===== config.mk =====
export PLATFORM = sky130hd
export DESIGN_NAME = stopclk_idle_timer
export DESIGN_NICKNAME = d
export VERILOG_FILES = /design/src/rtl/idle_pkg.sv /design/src/rtl/idle_event_decode.sv /design/src/rtl/idle_minute_prescaler.sv /design/src/rtl/idle_minute_counter.sv /design/src/rtl/stopclk_idle_timer.sv
export SDC_FILE = /design/constraint.sdc
export NUM_CORES = 1
export LEC_CHECK = 0
export BUFFER_PORTS_ARGS = -buffer_cell sky130_fd_sc_hd__buf_4
export CORE_MARGIN = 3
export CORE_UTILIZATION = 35
export DETAILED_ROUTE_END_ITERATION = 10
export GPL_TIMING_DRIVEN = 0
export PLACE_DENSITY_LB_ADDON = 0.12
export SLEW_MARGIN = 10
export SYNTH_ARGS = -nofsm -noshare
export SYNTH_HDL_FRONTEND = slang
export SYNTH_SLANG_ARGS = --single-unit

===== constraint.sdc =====
create_clock -name clk -period 1.8 [get_ports clk]
set_input_delay 0.54 -clock clk [delete_from_list [all_inputs] [get_ports clk]]
set_output_delay 0.54 -clock clk [all_outputs]
set_load 0.02 [all_outputs]

===== src/rtl/idle_pkg.sv =====
package idle_pkg;

    localparam int ADDR_W = 20;
    localparam int PORT_W = 16;
    localparam int IRQ_N  = 16;
    localparam int MIN_W  = 4;

    // interrupt lines allowed to restart the count: 15,12,11,10,9,7,5,4,3
    localparam logic [IRQ_N-1:0] IRQ_WAKE_MASK = 16'h9EB8;

    localparam logic [ADDR_W-1:0] VGA_MEM_LO = 20'hA0000;
    localparam logic [ADDR_W-1:0] VGA_MEM_HI = 20'hBFFFF;
    localparam logic [ADDR_W-1:0] VID_ROM_LO = 20'hC0000;
    localparam logic [ADDR_W-1:0] VID_ROM_HI = 20'hC7FFF;
    localparam logic [PORT_W-1:0] PORT_HI    = 16'h3FFF;

    typedef struct packed {
        logic              valid;
        logic              is_io;
        logic [ADDR_W-1:0] addr;
    } bus_cyc_t;

    typedef struct packed {
        logic             side_dma;
        logic             side_lbm;
        logic             irq_any;
        logic             bus_hit;
    } wake_src_t;

    function automatic logic in_video_mem(input logic [ADDR_W-1:0] a);
        return (a >= VGA_MEM_LO) && (a <= VGA_MEM_HI);
    endfunction

    function automatic logic in_video_rom(input logic [ADDR_W-1:0] a);
        return (a >= VID_ROM_LO) && (a <= VID_ROM_HI);
    endfunction

    function automatic logic in_port_range(input logic [PORT_W-1:0] p);
        return (p != '0) && (p <= PORT_HI);
    endfunction

    // effective minutes: the mode enable gates the timeout to Disabled
    function automatic logic [MIN_W-1:0] eff_minutes(input logic mode_en,
                                                     input logic [MIN_W-1:0] m);
        return mode_en ? m : '0;
    endfunction

endpackage


===== src/rtl/idle_event_decode.sv =====
module idle_event_decode
    import idle_pkg::*;
(
    input  bus_cyc_t         bus,
    input  logic             dma_active,
    input  logic             lbm_active,
    input  logic [IRQ_N-1:0] irq,
    input  logic             irq_wake_en,
    output wake_src_t        src,
    output logic             activity
);
    logic [IRQ_N-1:0] irq_gated;

    for (genvar i = 0; i < IRQ_N; i++) begin : g_irq
        if (IRQ_WAKE_MASK[i]) begin : g_on
            assign irq_gated[i] = irq[i] & irq_wake_en;
        end else begin : g_off
            assign irq_gated[i] = 1'b0;
        end
    end

    logic mem_hit, io_hit;

    always_comb begin
        mem_hit = bus.valid && !bus.is_io &&
                  (in_video_mem(bus.addr) || in_video_rom(bus.addr));
        io_hit  = bus.valid && bus.is_io && in_port_range(bus.addr[PORT_W-1:0]);
        src.bus_hit  = mem_hit | io_hit;
        src.irq_any  = |irq_gated;
        src.side_dma = dma_active;
        src.side_lbm = lbm_active;
        activity     = src.bus_hit | src.irq_any | src.side_dma | src.side_lbm;
    end

endmodule


===== src/rtl/idle_minute_prescaler.sv =====
module idle_minute_prescaler #(
    parameter int unsigned TICKS_PER_MIN = 32'd15_000_000
) (
    input  logic clk,
    input  logic rst,
    input  logic restart,
    output logic minute_tick
);
    localparam int CW = (TICKS_PER_MIN < 2) ? 1 : $clog2(TICKS_PER_MIN);
    localparam logic [CW-1:0] LAST = CW'(TICKS_PER_MIN - 1);

    logic [CW-1:0] cnt;

    assign minute_tick = (cnt == LAST) && !restart;

    always_ff @(posedge clk) begin
        if (rst || restart || minute_tick) cnt <= '0;
        else                               cnt <= cnt + 1'b1;
    end

    AST_PRESCALE_RANGE: assert property (@(posedge clk) disable iff (rst)
        cnt <= LAST);
    AST_RESTART_ZEROES: assert property (@(posedge clk) disable iff (rst)
        restart |=> (cnt == '0));

endmodule


===== src/rtl/idle_minute_counter.sv =====
module idle_minute_counter
    import idle_pkg::*;
(
    input  logic             clk,
    input  logic             rst,
    input  logic             restart,
    input  logic             minute_tick,
    input  logic [MIN_W-1:0] limit,
    output logic             req
);
    logic [MIN_W-1:0] mins;

    always_ff @(posedge clk) begin
        if (rst || restart || limit == '0) begin
            mins <= '0;
            req  <= 1'b0;
        end else if (minute_tick && !req) begin
            mins <= mins + 1'b1;
            if (mins + 1'b1 == limit) req <= 1'b1;
        end
    end

    AST_RESTART_CLEARS: assert property (@(posedge clk) disable iff (rst)
        restart |=> !req);
    AST_REQ_HOLDS: assert property (@(posedge clk) disable iff (rst)
        (req && !restart && limit != '0) |=> req);
    AST_RISE_ON_TICK: assert property (@(posedge clk) disable iff (rst)
        $rose(req) |-> $past(minute_tick));
    AST_DISABLED_LOW: assert property (@(posedge clk) disable iff (rst)
        (limit == '0) |=> !req);

endmodule


===== src/rtl/stopclk_idle_timer.sv =====
module stopclk_idle_timer
    import idle_pkg::*;
#(
    parameter int unsigned TICKS_PER_MIN = 32'd15_000_000
) (
    input  logic              clk,
    input  logic              rst,
    input  logic              cfg_mode_en,
    input  logic [MIN_W-1:0]  cfg_minutes,
    input  logic              cfg_irq_wake,
    input  logic              bus_valid,
    input  logic              bus_is_io,
    input  logic [ADDR_W-1:0] bus_addr,
    input  logic              dma_active,
    input  logic              lbm_active,
    input  logic [IRQ_N-1:0]  irq,
    output logic              stop_clk_req
);
    bus_cyc_t         bus;
    wake_src_t        src;
    logic             activity;
    logic [MIN_W-1:0] limit, limit_q;
    logic             cfg_changed, restart, minute_tick;

    assign bus = '{valid: bus_valid, is_io: bus_is_io, addr: bus_addr};

    idle_event_decode u_decode (
        .bus         (bus),
        .dma_active  (dma_active),
        .lbm_active  (lbm_active),
        .irq         (irq),
        .irq_wake_en (cfg_irq_wake),
        .src         (src),
        .activity    (activity)
    );

    assign limit = eff_minutes(cfg_mode_en, cfg_minutes);

    always_ff @(posedge clk) begin
        if (rst) limit_q <= '0;
        else     limit_q <= limit;
    end

    assign cfg_changed = (limit != limit_q);
    assign restart     = activity | cfg_changed;

    idle_minute_prescaler #(.TICKS_PER_MIN(TICKS_PER_MIN)) u_prescale (
        .clk         (clk),
        .rst         (rst),
        .restart     (restart),
        .minute_tick (minute_tick)
    );

    idle_minute_counter u_count (
        .clk         (clk),
        .rst         (rst),
        .restart     (restart),
        .minute_tick (minute_tick),
        .limit       (limit),
        .req         (stop_clk_req)
    );

    AST_MODE_OFF_LOW: assert property (@(posedge clk) disable iff (rst)
        !cfg_mode_en |=> !stop_clk_req);
    AST_CFG_CHANGE_CLEARS: assert property (@(posedge clk) disable iff (rst)
        cfg_changed |=> !stop_clk_req);
    AST_RESET_LOW: assert property (@(posedge clk)
        rst |=> !stop_clk_req);

endmodule


Yosys cells after proc, flatten, opt, wreduce, memory -nomap -nowiden
Cells that the tools add are included.
W data, S select, Z words.
{ "totals": {"regBits": 33, "word_cells": 49} }
{ "op_classes": {"addsub": 2, "order_cmp": 5, "eq_ne": 3, "mux": 1, "bitwise": 14, "n_reduce_logical": 20} }
{ "op_table": {"columns": ["operator", "n"], "rows": [
  ["$ge A20 B20 Y1 const B", 2],
  ["$le A20 B20 Y1 const B", 2],
  ["$add A24 B1 Y24 const B", 1],
  ["$eq A24 B24 Y1 const B", 1],
  ["$le A16 B14 Y1 const B", 1],
  ["$reduce_bool A16 Y1", 1],
  ["$and A1 B1 Y1", 9],
  ["$logic_and A1 B1 Y1", 9],
  ["$reduce_or A9 Y1", 1],
  ["$or A1 B1 Y1", 5],
  ["$add A4 B1 Y4 const B", 1],
  ["$eq A4 B4 Y1", 1],
  ["$logic_not A4 Y1", 1],
  ["$logic_or A1 B1 Y1", 4],
  ["$mux W4", 1],
  ["$ne A4 B4 Y1", 1],
  ["$logic_not A1 Y1", 3],
  ["$reduce_and A2 Y1", 1]
]} }

Longest topological paths before layout
Gate-level depths: netlist (run 1).
{ "logic_depth": {"word_depth": 13, "mapped_depth": 7} }

Hierarchy
From an unflattened synthesis (run 1), not the netlist that was laid out.
{ "unflattened": {"cells_unflattened": 204, "hier_area_um2": 1727.9} }
{ "modules_own_cells": {"columns": ["module", "instances", "cells_per_inst", "area_per_inst_um2"], "rows": [
  ["idle_minute_prescaler", 1, 130, 1112.3],
  ["idle_minute_counter", 1, 29, 274.0],
  ["stopclk_idle_timer", 1, 26, 207.7],
  ["idle_event_decode", 1, 19, 133.9]
]} }

Least setup slack after synthesis (run 1)
No wires, ideal clock.
{ "synth_path": {"kind": "input-to-reg", "startpoint": "in irq[10]", "endpoint": "reg u_prescale.cnt[13]", "setup_ns": 0.073, "t_arrival_ns": 1.676, "required_time_ns": 1.727, "setup_slack_ns": 0.051, "cell_stages": 6, "n_path_buf": 1, "cell_sequence": "nor4_1 a31oi_1 nor4_2 nand3_2 buf_6 nor3_2"} }
{ "synth_between": {"elab_chain_cells": 9} }
{ "synth_rtl": {"columns": ["element", "line", "rtl"], "rows": [
  ["from (decl)", "stopclk_idle_timer.sv:16", "input logic [IRQ_N-1:0] irq,"],
  ["$and A1 B1 Y1 *", "idle_event_decode.sv:16", "assign irq_gated[i] = irq[i] & irq_wake_en;"],
  ["$reduce_or A9 Y1 *", "idle_event_decode.sv:29", "src.irq_any = |irq_gated;"],
  ["$or A1 B1 Y1 * (3 in series)", "idle_event_decode.sv:32", "activity = src.bus_hit | src.irq_any | src.side_dma | src.side_lbm;"],
  ["$or A1 B1 Y1 *", "stopclk_idle_timer.sv:45", "assign restart = activity | cfg_changed;"],
  ["$logic_not A1 Y1", "idle_minute_prescaler.sv:14", "assign minute_tick = (cnt == LAST) && !restart;"],
  ["$logic_and A1 B1 Y1", "idle_minute_prescaler.sv:14", null],
  ["$logic_or A1 B1 Y1 *", "idle_minute_prescaler.sv:17", "if (rst || restart || minute_tick) cnt <= '0;"],
  ["to (signal assigned)", "idle_minute_prescaler.sv:18", "else cnt <= cnt + 1'b1;"],
  ["to (decl)", "idle_minute_prescaler.sv:12", "logic [CW-1:0] cnt;"]
]} }
Mark *: on every way between the ends. The rest lies on a longest branch, timed or not.
A chain may end at the register's enable or synchronous reset.

Worst setup path after layout (run 1)
{ "layout_path": {"startpoint": "in irq[10]", "endpoint": "reg u_prescale.cnt[22]"} }
Same word-level chain as after synthesis.

==> results of run 1 <==
-- power by group --
group	internal, mW	switching, mW
combinational	0.0772	0.0449
clock	0.345	0.268
sequential	0.734	0.00286
total	1.16	0.315
-- cell usage after synthesis, types with 4 or more instances --
master    count
nand4_1       4
nor3_1       16
nand2_1      11
xor2_1        5
nand3_1       7
nand2b_1      4
and2_1        8
nor4_1        7
nor3_2       10
dfxtp_1      33
nor2_1       22
inv_1         8
xnor2_1      25
-- kinds of logic (layout without fill, tap and decap cells) --
family,Yosys count,after routing
AND/OR/NAND/NOR,111,111
adder cells (fa/ha/maj),2,2
AO/OA/AOI/OAI,11,11
XOR/XNOR,30,30
buffers and inverters,13,63
flip-flops,33,33
multiplexers,2,2
-- metal layers --
metal,track usage,vias up,part of all wire
met5,0,-,0
met1,0.1758,716,0.46
li1,-,810,-
met4,0.03737,0,0.0069
met2,0.2483,22,0.49
met3,0.04176,4,0.044
-- repair_timing --
action,in CTS,in global routing
hold endpoints to repair,0,0
buffers inserted,0,2
pin swaps,0,4
resized for setup,2,12
endpoints found under the setup margin,4,28
-- through the flow --
step	setup TNS [ns]	hold WS, ns
final	0	0.4258
after global routing	-0.3934	0.4448
after CTS	-0.00002620	0.4697
after detailed placement	-6.461	0.4628
after global placement	-6.948	0.4575
after floorplan	0	0.4330
-- flip-flops by register name, summed over array words and instances (netlist names) --
signal,count
u_count.req,1
limit_q,4
u_count.mins,4
u_prescale.cnt,24
-- worst max-delay path by stage --
stage | from | end | slack [ns] | cells after the start
after CTS | u_prescale.cnt[0]$_SDFF_PP0_ | u_prescale.cnt[6]$_SDFF_PP0_ | -0.00003 | 6
after global routing | irq[10] | u_prescale.cnt[3]$_SDFF_PP0_ | -0.05 | 7
after floorplan | irq[10] | u_prescale.cnt[13]$_SDFF_PP0_ | 0.05 | 6
after detailed placement | irq[10] | u_prescale.cnt[8]$_SDFF_PP0_ | -0.29 | 7
final | irq[10] | u_prescale.cnt[22]$_SDFF_PP0_ | 0.11 | 7
after global placement | irq[10] | u_prescale.cnt[8]$_SDFF_PP0_ | -0.30 | 7
-- cell type report --
type	instances	area, sq um
sequential	33	663.1
inverter	8	30.03
clock buffer	7	96.34
buffer	5	36.28
fill	494	2480
timing repair buffer	42	315.3
multi-input combinational	156	1139
tap	67	83.83
clock inverter	1	5.005
-- worst max-delay path, cell delays in order --
cell and delay, ns:
buf_4 0.12, nor4_4 0.27, a31oi_2 0.14, nor4_2 0.31, nand3_2 0.17, buf_6 0.20
nor3_2 0.16
==> run summary, run 1 <==
outcome -> complete, no violations
GP Congestion -> 0.8047
hold path depth -> 1
Via density -> 4.865
synthesized instance count -> 202
Final Skew -> 0.006040 ns
Initial DRT Pass Iterations -> 4
DIE AREA -> 0.006052 sq mm
largest cells by area after synthesis -> dfxtp_1 (37%), xnor2_1 (12%), nor3_2 (5.5%)
Post-Syn Area -> 0.001804 sq mm
largest net degree at the start of global routing -> 11
final slew viol count -> 0
Cell Rows -> 25
r2r endpoint -> u_prescale.cnt[6]$_SDFF_PP0_
XOR/XNOR Fraction of Synth Area -> 0.1456
fin crit period -> 1.693 ns
largest family of logic cells by synthesized area -> simple AND/OR/NAND/NOR gates
Final Hold Viols -> 0
clk buf depth -> 2
synthesis-to-finish area growth -> 31.28%
fraction of layout cells with a size suffix above 1 -> 0.3333
Nets -> 301
total track usage -> 0.1446
drt wl/cell -> 12.28 um
leak pwr -> 0.7637 nW
fin area -> 0.002369 sq mm
grt total ovfl -> 0
Synth cell types -> 39
Period Utilization, post-route -> 0.9405
CORE AREA -> 0.004848 sq mm
maxcap violations -> 0
mux share of post-synthesis cell area -> 0.01110
Clock transition at path regs -> 0.06 ns
HP Start -> u_prescale.cnt[0]$_SDFF_PP0_
Sink Count -> 33
WP data required -> 2.01 ns
Post-Place Cells -> 309
PortBufs -> 40
Main synth FF type -> dfxtp_1
H-tree depth -> 2
startpoint types -> input port
most common cell after layout, fill and taps aside -> buf_4
sequential area share after synthesis -> 0.3662
CP arrival -> 1.91 ns
peak supply drop -> 0.3347 mV
vias after detailed routing -> 1552
Iter 0 DRT Violations -> 50
die width -> 77.80 um
area share of the largest cell type after synthesis -> 0.3662
worst r2r path cells -> 5
ANT nets after route -> 0
vias in the first global route -> 1585
CTS tree -> done
Avg Synthesized Cell Area -> 8.932 sq um
Simple-Gate Fraction of Synth Area -> 0.3800
later-pin clock latency in the skew report -> 0.29 ns
highest-count cells in the layout ignoring fill and taps -> buf_4 (44), dfxtp_1 (31), xnor2_1 (25)
cts hold-fix bufs -> 0
FMAX -> 590.7 MHz
number of CTS-inserted buffers -> 5
first-pass GRT wire length -> 7093 um
post-placement cell area -> 0.002188 sq mm
post-layout util -> 0.4885
Max transition margin -> 0.7692
antenna cell count -> 0
io pins -> 49
Mapped Nets -> 252
initial antenna violation count -> 0
post-synth top area cell -> dfxtp_1
Hold Path End -> u_prescale.cnt[0]$_SDFF_PP0_
Setup WS pre-CTS -> -0.2905 ns
final setup violation count -> 0
fin worst setup slack -> 0.1070 ns
Slew @ Worst Pin -> 0.3414 ns
Hold/Removal Path Class -> reg2reg
drt drc -> 0
power per cell area -> 621.5 mW/mm^2
CP endpoint kind -> register
Register-to-Register Setup Slack -> 0.16 ns
ys async rst share -> 0
Initial Util -> 0.3721
RSZ-0062 raised after global routing -> true
die height -> 77.80 um
Pwr Total -> 1.472 mW
Compound-Gate Fraction of Synth Area -> 0.04785
area share of fa/ha/maj cells after synthesis -> 0.01387
post-DP HPWL -> 2921 um
#FFs+latches synth -> 33
maximum fanout along the worst path -> 10
clock root buffer -> clkbuf_8
Cell Count, Final, Fillers Out -> 319
synth warn -> 0
EDFF count, synth -> 0
reg2reg start -> u_prescale.cnt[10]$_SDFF_PP0_
Crit Path Category -> in2reg
final wirelength -> 3917 um
Power figures use the tool's default switching activity.
==> run 2: changes to the inputs <==
--- a/config.mk
+++ b/config.mk
@@ -11,6 +11,7 @@
 export DETAILED_ROUTE_END_ITERATION = 10
 export GPL_TIMING_DRIVEN = 0
 export PLACE_DENSITY_LB_ADDON = 0.12
+export SETUP_SLACK_MARGIN = 0.3
 export SLEW_MARGIN = 10
 export SYNTH_ARGS = -nofsm -noshare
 export SYNTH_HDL_FRONTEND = slang
==> run summary, run 2 (same netlist as run 1, synthesis figures left out) <==
Final Hold Viols -> 0
die height -> 77.80 um
first-pass GRT wire length -> 7272 um
drt wl/cell -> 13.09 um
Most flops, register -> u_prescale.cnt
setup TNS -> 0 ns
ANT nets after route -> 0
WP data required -> 2.01 ns
most common cell after layout, fill and taps aside -> buf_4
CP endpoint kind -> register
final setup violation count -> 0
io pins -> 49
synthesis-to-finish area growth -> 43.69%
leak pwr -> 0.8720 nW
total track usage -> 0.1473
Cell Count, Final, Fillers Out -> 329
PortBufs -> 40
Initial DRT Pass Iterations -> 4
peak supply drop -> 0.3020 mV
largest net degree at the start of global routing -> 11
fin worst setup slack -> 0.1450 ns
startpoint types -> input port
antenna cell count -> 0
Largest regs -> u_prescale.cnt: 24 flops, limit_q: 4 flops, u_count.mins: 4 flops
DIE AREA -> 0.006052 sq mm
Nets -> 311
initial antenna violation count -> 0
CTS tree -> done
GP Congestion -> 0.7636
Cell Rows -> 25
final wirelength -> 4306 um
Period Utilization, post-route -> 0.9195
Sink Count -> 33
clk buf depth -> 2
Final Skew -> 0.007044 ns
vias in the first global route -> 1644
Post-Place Cells -> 309
drt drc -> 0
max reg flops -> 24
power per cell area -> 540.4 mW/mm^2
Crit Path Category -> in2reg
final slew viol count -> 0
Max transition margin -> 0.7764
RSZ-0062 raised after global routing -> true
FMAX -> 604.2 MHz
Iter 0 DRT Violations -> 51
number of CTS-inserted buffers -> 5
post-layout util -> 0.5347
die width -> 77.80 um
CORE AREA -> 0.004848 sq mm
post-DP HPWL -> 3039 um
clock root buffer -> clkbuf_8
Initial Util -> 0.3721
fraction of layout cells with a size suffix above 1 -> 0.4198
Hold/Removal Path Class -> reg2reg
vias after detailed routing -> 1658
Pwr Total -> 1.401 mW
CP arrival -> 1.87 ns
later-pin clock latency in the skew report -> 0.28 ns
Clock transition at path regs -> 0.07 ns
Filler cells -> 469
Setup WS pre-CTS -> -0.2252 ns
H-tree depth -> 2
Via density -> 5.040
Slew @ Worst Pin -> 0.3311 ns
maxcap violations -> 0
grt total ovfl -> 0
maximum fanout along the worst path -> 5
highest-count cells in the layout ignoring fill and taps -> buf_4 (49), xnor2_1 (25), nor2_1 (22), dfxtp_1 (22), nor3_2 (12)
fin crit period -> 1.655 ns
outcome -> complete, no violations
-- run 2: what timing repair did --
action                                 in CTS  in global routing
buffers inserted                            5                  7
gates resized for setup                    27                 21
hold buffers                                0                  0
cloned                                      0                  0
endpoints found under the hold margin       0                  0
pin swaps                                   9                  7
setup endpoints to repair                  29                 30
-- run 2: power breakdown --
group,total [mW],switching [mW],internal (mW)
Clock,0.531,0.257,0.274
Sequential,0.735,0.00293,0.732
Combinational,0.134,0.0492,0.0852
Total,1.40,0.309,1.09
-- run 2: path summary, 6_finish.rpt --
check / startpoint / to / slack, ns / cells after the start
worst max-delay path: irq[15] / u_count.mins[2]$_SDFFE_PP0P_ / 0.14 / 8
worst min-delay path: u_prescale.cnt[0]$_SDFF_PP0_ / u_prescale.cnt[0]$_SDFF_PP0_ / 0.47 / 1
worst max register to register: u_prescale.cnt[17]$_SDFF_PP0_ / u_count.mins[2]$_SDFFE_PP0P_ / 0.21 / 7
worst min register to register: u_prescale.cnt[0]$_SDFF_PP0_ / u_prescale.cnt[0]$_SDFF_PP0_ / 0.47 / 1
-- run 2: critical path, stage by stage --
cell and delay (ns):
buf_6 0.09, nor4_4 0.26, a31oi_2 0.14, buf_4 0.15
buf_4 0.12, nor4_1 0.16, nand3_1 0.23, a21oi_1 0.17
-- run 2: area by class of cell --
class | instances | area (sq um) | share of cell area
multi-input combinational | 156 | 1260 | 0.4860
sequential | 33 | 676.9 | 0.2611
timing repair buffer | 52 | 409.1 | 0.1578
tap | 67 | 83.83 | 0.03234
clock buffer | 8 | 80.08 | 0.03089
buffer | 5 | 52.55 | 0.02027
inverter | 8 | 30.03 | 0.01158
-- run 2: per-layer routing --
layer,vias up,global-route usage,wire (um)
met3,8,0.03944,310
met5,-,0,0
met2,57,0.2414,2000
met4,0,0.04804,55
met1,766,0.1865,1940
li1,827,-,-
-- run 2: metrics by stage --
| step | cell area, sq um | hold WS (ns) |
|---|---|---|
| after global routing | 2592 | 0.4812 |
| after CTS | 2454 | 0.4674 |
| final | 2592 | 0.4710 |
| after floorplan | 1824 | 0.4314 |
| after detailed placement | 2208 | 0.4695 |
| after global placement | 2208 | 0.4518 |
==> run 3: changes to the inputs <==
--- a/config.mk
+++ b/config.mk
@@ -9,8 +9,7 @@
 export CORE_MARGIN = 3
 export CORE_UTILIZATION = 35
 export DETAILED_ROUTE_END_ITERATION = 10
-export GPL_TIMING_DRIVEN = 0
-export PLACE_DENSITY_LB_ADDON = 0.12
+export PLACE_DENSITY = 0.69
 export SETUP_SLACK_MARGIN = 0.3
 export SLEW_MARGIN = 10
 export SYNTH_ARGS = -nofsm -noshare
==> run summary, run 3 (same netlist as run 1, synthesis figures left out) <==
Largest regs -> u_prescale.cnt: 24 flops, limit_q: 4 flops, u_count.mins: 4 flops
Clock power frac -> 0.417
synthesis-to-finish area growth -> 36.75%
number of CTS-inserted buffers -> 5
startpoint types -> register
power per cell area -> 598.0 mW/mm^2
drt wl/cell -> 12.34 um
max reg flops -> 24
Clock transition at path regs -> 0.07 ns
final wirelength -> 3973 um
ANT nets after route -> 0
RSZ-0062 raised after global routing -> true
CP endpoint kind -> register
CORE AREA -> 0.004848 sq mm
GP Congestion -> 0.8194
final setup violation count -> 0
Initial Util -> 0.3721
Hold/Removal Path Class -> reg2reg
antenna cell count -> 0
Filler cells -> 452
cts hold-fix bufs -> 0
fraction of layout cells with a size suffix above 1 -> 0.3608
Sink Count -> 33
fin crit period -> 1.606 ns
part of the power in registers -> 0.498
maximum fanout along the worst path -> 4
largest net degree at the start of global routing -> 25
later-pin clock latency in the skew report -> 0.29 ns
initial antenna violation count -> 0
Net Sw Power -> 0.3166 mW
Nets -> 304
internal power -> 1.159 mW
Slew @ Worst Pin -> 0.2798 ns
peak supply drop -> 0.4315 mV
WP data required -> 1.97 ns
final slew viol count -> 0
most common cell after layout, fill and taps aside -> buf_4
Final Hold Viols -> 0
post-layout util -> 0.5089
CP arrival -> 1.78 ns
switching part of the total -> 0.2146
DIE AREA -> 0.006052 sq mm
outcome -> complete, no violations
PortBufs -> 41
leak pwr -> 0.8256 nW
first-pass GRT wire length -> 7100 um
clock root buffer -> clkbuf_8
io pins -> 49
H-tree depth -> 2
grt total ovfl -> 0
Period Utilization, post-route -> 0.8923
Iter 0 DRT Violations -> 91
highest-count cells in the layout ignoring fill and taps -> buf_4 (48), dfxtp_1 (32), xnor2_1 (25)
Crit Path Category -> reg2reg
Cell Rows -> 25
FMAX -> 622.6 MHz
Max transition margin -> 0.8110
Fin Hold WS -> 0.4473 ns
die width -> 77.80 um
die height -> 77.80 um
post-DP HPWL -> 2825 um
vias in the first global route -> 1627
Final Skew -> 0.01213 ns
maxcap violations -> 0
CTS tree -> done
drt drc -> 0
Initial DRT Pass Iterations -> 6
Via density -> 4.960
combinational share of power -> 0.085
total track usage -> 0.1440
clk buf depth -> 2
vias after detailed routing -> 1597
Most flops, register -> u_prescale.cnt
-- run 3: changes by cell type in the layout (fill, tap and decap cells not counted), moves of 2 or more --
cell | previous run | this run
clkbuf_8 | 5 | 7
clkbuf_1 | 3 | 0
nor4_2 | 2 | 5
buf_12 | 0 | 2
buf_6 | 7 | 0
dfxtp_1 | 22 | 32
nor4_4 | 4 | 1
nor3_1 | 11 | 15
nor3_4 | 3 | 1
dfxtp_2 | 10 | 0
nor3_2 | 12 | 10
-- run 3: cell type report --
type,count,area [sq um],share of cell area
inverters,8,30.03,0.01217
clock buffers,7,96.34,0.03905
well taps,67,83.83,0.03398
clock inverters,1,5.005,0.002028
flip-flops and latches,33,664.4,0.2693
repair buffers,50,400.4,0.1623
multi-input cells,156,1187,0.4812
-- run 3: stage by stage --
stage	std cells	instance area [sq um]	setup slack (ns)	power [mW]	setup TNS, ns
2_1_floorplan	202	1824	0.07500	0.7956	0
3_3_place_gp	312	2253	-0.07328	0.8766	-0.8987
3_5_place_dp	312	2253	-0.09560	0.8787	-1.441
4_1_cts	322	2447	0.2234	1.497	0
5_1_grt	322	2467	0.06099	1.535	0
6_report	322	2467	0.1939	1.475	0
-- run 3: repair_timing --
item,CTS,global route
gates resized for setup,16,3
pin swaps,9,4
endpoints found under the setup margin,29,29
hold endpoints to repair,0,0
buffers inserted,2,0
-- run 3: power by group through the flow --
stage | sequential (mW) | combinational (mW) | clock, mW
after floorplan | 0.752 | 0.0432 | 0
after global placement | 0.753 | 0.124 | 0
after detailed placement | 0.753 | 0.126 | 0
after CTS | 0.735 | 0.126 | 0.636
after global routing | 0.735 | 0.140 | 0.660
final | 0.735 | 0.125 | 0.615
-- run 3: worst max-delay path, stage by stage, from the launching register on --
cell,delay [ns]
dfxtp_1,0.36
nor4b_2,0.32
nand3_1,0.12
buf_4,0.18
nor3_4,0.25
mux2i_1,0.21
nor2_1,0.05
-- run 3: worst paths after layout --
path                                      start                      endpoint  slack, ns  depth (start not counted)
hold reg to reg    u_prescale.cnt[0]$_SDFF_PP0_  u_prescale.cnt[0]$_SDFF_PP0_       0.45                          1
setup / recovery  u_prescale.cnt[20]$_SDFF_PP0_  u_count.mins[1]$_SDFFE_PP0P_       0.19                          6
setup reg to reg  u_prescale.cnt[20]$_SDFF_PP0_  u_count.mins[1]$_SDFFE_PP0P_       0.19                          6
hold / removal     u_prescale.cnt[0]$_SDFF_PP0_  u_prescale.cnt[0]$_SDFF_PP0_       0.45                          1
-- run 3: routing by layer --
layer / vias up / GRT usage / part of all wire
li1: 815 / - / -
met1: 738 / 0.1739 / 0.44
met2: 37 / 0.2491 / 0.49
met3: 7 / 0.03712 / 0.053
met4: 0 / 0.04270 / 0.012
met5: - / 0 / 0
